--- config.mk ---
export PLATFORM = sky130hd
export DESIGN_NAME = crc_word_engine
export DESIGN_NICKNAME = d
export VERILOG_FILES = /design/src/rtl/crc_word_pkg.sv /design/src/rtl/crc_word_cond.sv /design/src/rtl/crc_word_fold.sv /design/src/rtl/crc_state_reg.sv /design/src/rtl/crc_word_engine.sv
export SDC_FILE = /design/constraint.sdc
export NUM_CORES = 1
export LEC_CHECK = 0
export BUFFER_PORTS_ARGS = -buffer_cell sky130_fd_sc_hd__buf_2
export CORE_MARGIN = 1
export CORE_UTILIZATION = 37
export DETAILED_ROUTE_END_ITERATION = 16
export GPL_TIMING_DRIVEN = 0
export SETUP_SLACK_MARGIN = 0.15
export SYNTH_ARGS = -nofsm -noshare
export SYNTH_HDL_FRONTEND = slang
export SYNTH_HIERARCHICAL = 1
export SYNTH_SLANG_ARGS = --single-unit
export TNS_END_PERCENT = 30
--- constraint.sdc ---
create_clock -name clk -period 7.4 [get_ports clk]
set_input_delay 0.74 -clock clk [delete_from_list [all_inputs] [get_ports clk]]
set_output_delay 0.74 -clock clk [all_outputs]
set_load 0.05 [all_outputs]
--- src/rtl/crc_word_pkg.sv ---
package crc_word_pkg;

    localparam int WORD_W     = 32;
    localparam int CRC_W      = 32;
    localparam int BYTE_W     = 8;
    localparam int NUM_LANES  = WORD_W / BYTE_W;
    localparam int LANE_SEL_W = $clog2(NUM_LANES);

    localparam logic [CRC_W-1:0] CRC32_GEN = 32'h04C1_1DB7;

    typedef enum logic [LANE_SEL_W-1:0] {
        ORD_KEEP      = 2'd0,
        ORD_PAIR_SWAP = 2'd1,
        ORD_HALF_SWAP = 2'd2,
        ORD_FULL_REV  = 2'd3
    } order_e;

    typedef struct packed {
        order_e order;
        logic   bit_rev;
    } cond_ctrl_t;

    typedef enum logic [1:0] {
        ACT_HOLD,
        ACT_SEED,
        ACT_FOLD
    } reg_action_e;

    function automatic logic [BYTE_W-1:0] mirror_byte(input logic [BYTE_W-1:0] b);
        logic [BYTE_W-1:0] r;
        for (int i = 0; i < BYTE_W; i++) begin
            r[i] = b[BYTE_W-1-i];
        end
        return r;
    endfunction

    function automatic logic [CRC_W-1:0] fold_word(
        input logic [CRC_W-1:0]  state,
        input logic [WORD_W-1:0] word,
        input logic [CRC_W-1:0]  gen
    );
        logic [CRC_W-1:0] acc;
        logic             fb;
        acc = state;
        for (int i = WORD_W - 1; i >= 0; i--) begin
            fb  = acc[CRC_W-1] ^ word[i];
            acc = {acc[CRC_W-2:0], 1'b0} ^ (fb ? gen : '0);
        end
        return acc;
    endfunction

endpackage

--- src/rtl/crc_word_cond.sv ---
module crc_word_cond
    import crc_word_pkg::*;
(
    input  logic              clk,
    input  logic              rst,
    input  cond_ctrl_t        ctrl,
    input  logic [WORD_W-1:0] din,
    output logic [WORD_W-1:0] dout
);

    logic [BYTE_W-1:0] lane_in  [NUM_LANES];
    logic [BYTE_W-1:0] lane_mov [NUM_LANES];

    genvar k;
    generate
        for (k = 0; k < NUM_LANES; k++) begin : g_lane
            logic [LANE_SEL_W-1:0] src_idx;

            assign lane_in[k] = din[k*BYTE_W +: BYTE_W];

            // Every order code maps output lane k to input lane k XOR code.
            assign src_idx     = LANE_SEL_W'(k) ^ ctrl.order;
            assign lane_mov[k] = lane_in[src_idx];

            assign dout[k*BYTE_W +: BYTE_W] =
                ctrl.bit_rev ? mirror_byte(lane_mov[k]) : lane_mov[k];
        end
    endgenerate

    AST_ONES_KEPT: assert property (@(posedge clk) disable iff (rst)
        $countones(dout) == $countones(din));

    AST_FULL_MIRROR: assert property (@(posedge clk) disable iff (rst)
        (ctrl.order == ORD_FULL_REV && ctrl.bit_rev) |-> (dout == {<<{din}}));

    AST_IDENTITY: assert property (@(posedge clk) disable iff (rst)
        (ctrl.order == ORD_KEEP && !ctrl.bit_rev) |-> (dout == din));

endmodule

--- src/rtl/crc_word_fold.sv ---
module crc_word_fold
    import crc_word_pkg::*;
#(
    parameter logic [CRC_W-1:0] POLY = CRC32_GEN
) (
    input  logic              clk,
    input  logic              rst,
    input  logic [CRC_W-1:0]  crc_in,
    input  logic [WORD_W-1:0] word_in,
    output logic [CRC_W-1:0]  crc_next
);

    always_comb begin
        crc_next = fold_word(crc_in, word_in, POLY);
    end

    AST_ZERO_STAYS_ZERO: assert property (@(posedge clk) disable iff (rst)
        (crc_in == '0 && word_in == '0) |-> (crc_next == '0));

endmodule

--- src/rtl/crc_state_reg.sv ---
module crc_state_reg
    import crc_word_pkg::*;
#(
    parameter logic [CRC_W-1:0] RESET_VALUE = '1
) (
    input  logic             clk,
    input  logic             rst,
    input  logic             seed_load,
    input  logic [CRC_W-1:0] seed_value,
    input  logic             upd_en,
    input  logic [CRC_W-1:0] next_val,
    output logic [CRC_W-1:0] q
);

    reg_action_e action;

    always_comb begin
        if (seed_load)   action = ACT_SEED;
        else if (upd_en) action = ACT_FOLD;
        else             action = ACT_HOLD;
    end

    always_ff @(posedge clk) begin
        if (rst) begin
            q <= RESET_VALUE;
        end else begin
            unique case (action)
                ACT_SEED: q <= seed_value;
                ACT_FOLD: q <= next_val;
                default:  q <= q;
            endcase
        end
    end

    AST_SEED_WINS: assert property (@(posedge clk) disable iff (rst)
        seed_load |=> (q == $past(seed_value)));

    AST_HOLD_IDLE: assert property (@(posedge clk) disable iff (rst)
        (!seed_load && !upd_en) |=> $stable(q));

    AST_FOLD_TAKEN: assert property (@(posedge clk) disable iff (rst)
        (upd_en && !seed_load) |=> (q == $past(next_val)));

endmodule

--- src/rtl/crc_word_engine.sv ---
module crc_word_engine
    import crc_word_pkg::*;
#(
    parameter logic [CRC_W-1:0] POLY        = CRC32_GEN,
    parameter logic [CRC_W-1:0] RESET_VALUE = 32'hFFFF_FFFF
) (
    input  logic                  clk,
    input  logic                  rst,
    input  logic                  seed_load,
    input  logic [CRC_W-1:0]      seed_value,
    input  logic [LANE_SEL_W-1:0] order_sel,
    input  logic                  bit_rev,
    input  logic                  data_valid,
    input  logic [WORD_W-1:0]     data_word,
    output logic [CRC_W-1:0]      crc_out
);

    cond_ctrl_t        ctrl;
    logic [WORD_W-1:0] cond_word;
    logic [CRC_W-1:0]  crc_q;
    logic [CRC_W-1:0]  crc_nx;

    assign ctrl.order   = order_e'(order_sel);
    assign ctrl.bit_rev = bit_rev;

    crc_word_cond u_cond (
        .clk  (clk),
        .rst  (rst),
        .ctrl (ctrl),
        .din  (data_word),
        .dout (cond_word)
    );

    crc_word_fold #(.POLY(POLY)) u_fold (
        .clk      (clk),
        .rst      (rst),
        .crc_in   (crc_q),
        .word_in  (cond_word),
        .crc_next (crc_nx)
    );

    crc_state_reg #(.RESET_VALUE(RESET_VALUE)) u_state (
        .clk        (clk),
        .rst        (rst),
        .seed_load  (seed_load),
        .seed_value (seed_value),
        .upd_en     (data_valid),
        .next_val   (crc_nx),
        .q          (crc_q)
    );

    assign crc_out = crc_q;

    AST_RESET_VALUE: assert property (@(posedge clk)
        $past(rst) |-> (crc_out == RESET_VALUE));

endmodule

==> results.py <==
metrics = {
    "status": {
        "status": "finished, final reports clean",
    },
    "worst_setup_path": {
        "crit_top_cell": "xnor2_1",
        "reg2regPathDepth": 11,
        "crit_path_end_kind": "register",
        "r2r_slack_ns": 2.72,
        "startpoint_type": "primary input",
        "r2r_start": "u_state/q[28]$_SDFFE_PP1P_",
        "critPathTopFamily": "XOR/XNOR gates",
        "max_stage_delay_ns": 0.76,
        "startpoint": "order_sel[1]",
        "reg2reg_to": "u_state/q[11]$_SDFFE_PP1P_",
        "cp_max_fo": 10,
        "cp_data_required_time_ns": 7.62,
        "crit_path_top_delay_cell": "xnor2_1",
        "cp_num_buf_inv": 3,
        "path_cells": "buf_6 -> buf_8 -> buf_2 -> mux4_1 -> mux2_2 -> xnor2_1 -> xnor3_1 -> xnor2_2 -> xnor2_1 -> xor2_1 -> xnor3_2 -> xnor2_2 -> xor3_4 -> xnor2_1 -> mux2i_1 -> a21oi_1",
        "cp.arrival_ns": 6.21,
        "worstSetupPathType": "in -> reg",
    },
    "synth": {
        "ys_seq_elements": 32,
        "seq_area_frac_synth_pct": 11.3,
        "syn_avg_cell_area_um2": 11.7,
        "yosysTopAreaCell": "xnor2_1",
        "async_reset_ff_share_pct": 0,
        "syn_nets": 553,
        "netlist_instances": 482,
        "ys_types": 26,
        "synth-edff-count": 0,
        "synth_top_area_share_pct": 24.5,
        "synth.area.top_cells": "xnor2_1 24%, mux4_1 12%, dfxtp_1 11%",
        "ys.warnings.count": 6,
        "synth_top_flop_cell": "dfxtp_1",
        "syn_area_um2": 5650,
    },
    "place": {
        "place_area_um2": 6370,
        "portBuffers": 97,
        "dp_hpwl_mm": 13.5,
        "place.gp.congestion": 0.903,
    },
    "detailed_routing": {
        "drc": 0,
        "post_drt_wl_per_cell_um": 20.8,
        "wl_mm": 16.1,
        "drtIter0Drc": 146,
        "vias_per_cell": 5.25,
        "vias": 4050,
        "ant_nets": 0,
        "dr.pass1.iters": 4,
    },
    "cts": {
        "worstSkewPairLatency_ns": 0.29,
        "clock_sinks": 32,
        "cts_htree_levels": 2,
        "cts_tree": "done",
        "cts-root-buf": "clkbuf_16",
        "numCtsBuffers": 5,
        "cts-resized-gates": 0,
        "post_cts_buffers": 0,
        "cts_hold_buffers": 0,
        "clkTransAtPathRegs_ns": 0.06,
        "clockBufferDepth": 2,
    },
    "timing": {
        "rsz0062_at_grt": "no",
        "finalMaxSlewViolations": 0,
        "max_freq_ghz": 0.167,
        "min_period_ns": 5.99,
        "hold_viol_final": 0,
        "worst_pin_slew_ns": 0.933,
        "fin_skew_ns": 0.00955,
        "setup_viol": 0,
        "finalSetupTns_ns": 0,
        "fin_crit_sh_pct": 80.9,
        "maxSlewHeadroom_pct": 37.4,
    },
    "floorplan": {
        "dieArea_um2": 15800,
        "core_um2": 14700,
        "io_pins": 103,
        "die_h_um": 126,
        "num_rows": 44,
        "die_w_um": 126,
        "initial_utilization_pct": 38.4,
    },
    "grt": {
        "grt-ovfl-total": 0,
        "grt_pass1_vias": 4218,
        "grt_pass1_wl_mm": 24.5,
        "met1_usage_pct": 26.7,
        "grt.total_usage_pct": 21.0,
        "busiest_layer": "met2",
        "grt_use_met2_pct": 36.9,
        "grt_start_max_net_pins": 13,
        "use_met3_pct": 2.74,
        "antenna_found_initial": 0,
    },
    "cells_and_area": {
        "final_nets": 657,
        "drive_gt1_share_pct": 33.4,
        "largest_reg_flops": 32,
        "reg_top3": "u_state/q x32",
        "area_delta_synth_final_pct": 15.3,
        "n_antenna_cell": 0,
        "top_register": "u_state/q",
        "stdcell_area_um2": 6520,
    },
    "flow_run": {
        "drv_cap": 0,
    },
    "worst_hold_path": {
        "hp-class": "reg -> reg",
        "min_to": "u_state/q[18]$_SDFFE_PP1P_",
        "min_path_cells": 2,
        "min-delay-start": "u_state/q[18]$_SDFFE_PP1P_",
    },
}
## synthesized netlist by cell type (3+ instances only)
library cell    n
mux4_1         25
buf_12          5
a21oi_1        32
xnor3_2         4
xor2_1         59
xor3_2          3
buf_2          10
mux2_2         32
xor2_2          4
xnor2_4         4
xnor2_1       158
nor3b_1        32
xnor2_2        12
mux4_2          7
xnor3_1        15
dfxtp_1        32
clkbuf_1        3
buf_6           6
mux2i_1        32
## worst max path at each step
stage                                 endpoint  slack, ns  cells after the start
floorplan           u_state/q[12]$_SDFFE_PP1P_       1.95                     15
global placement    u_state/q[11]$_SDFFE_PP1P_       1.17                     16
finish              u_state/q[11]$_SDFFE_PP1P_       1.41                     16
global route        u_state/q[11]$_SDFFE_PP1P_       1.24                     16
CTS                 u_state/q[11]$_SDFFE_PP1P_       1.46                     16
detailed placement  u_state/q[11]$_SDFFE_PP1P_       1.17                     16
## through the flow
stage | setup slack, ns | utilization (%) | cells | hold slack, ns
floorplan | 1.95 | - | 482 | 0.785
global placement | 1.17 | 43.3 | 763 | 0.573
detailed placement | 1.17 | 43.3 | 763 | 0.565
CTS | 1.46 | 44.3 | 771 | 0.573
global route | 1.24 | 44.3 | 771 | 0.600
finish | 1.41 | 44.3 | 771 | 0.572
## metal layers
layer | vias to the layer above | wire, µm
met1 | 1987 | 6730
li1 | 1920 | -
met2 | 131 | 8110
met5 | - | 0
met4 | 0 | 284
met3 | 12 | 954
## layout by cell type, fill, tap and decap left out, types with 5 or more instances in the layout
master     instances
xnor3_1           15
mux2_2            32
dfxtp_1           32
mux2i_1           32
nor3b_1           32
mux4_1            25
buf_12             5
xnor2_1          158
a21oi_1           32
xnor2_2           12
buf_6              6
xor2_1            59
mux4_2             7
buf_2            107
clkbuf_16          5
## kinds of logic (layout without fill, tap and decap cells)
| family | count (synthesis) | in the layout | share of synthesized area [%] |
|---|---|---|---|
| compound gates | 32 | 32 | 2.83 |
| flops | 32 | 32 | 11.3 |
| buf+inv | 27 | 132 | 4.45 |
| mux | 96 | 96 | 26.5 |
| simple gates | 33 | 33 | 4.36 |
| xor+xnor | 262 | 262 | 50.6 |
## worst reg2reg max path: stages, from the launching register on
cell     delay, ns
dfxtp_1       0.34
xnor2_1       0.74
xnor3_1       0.39
xnor2_2       0.57
xnor2_1       0.30
xor2_1        0.44
xnor3_2       0.53
xnor2_2       0.34
xor3_4        0.41
xnor2_1       0.29
mux2i_1       0.12
a21oi_1       0.15
## final cells by class
class,instances,area (µm²)
timing repair buffer,97,485
clock inverter,3,23.8
clock buffer,5,125
fill,1384,8180
inverter,1,3.75
sequential,32,641
buffer,26,248
multi-input combinational,423,4760
tap,184,230
Power is left out: the tool's default activity adds up to more than one toggle a clock period on the data nets, which glitch-free logic cannot reach.
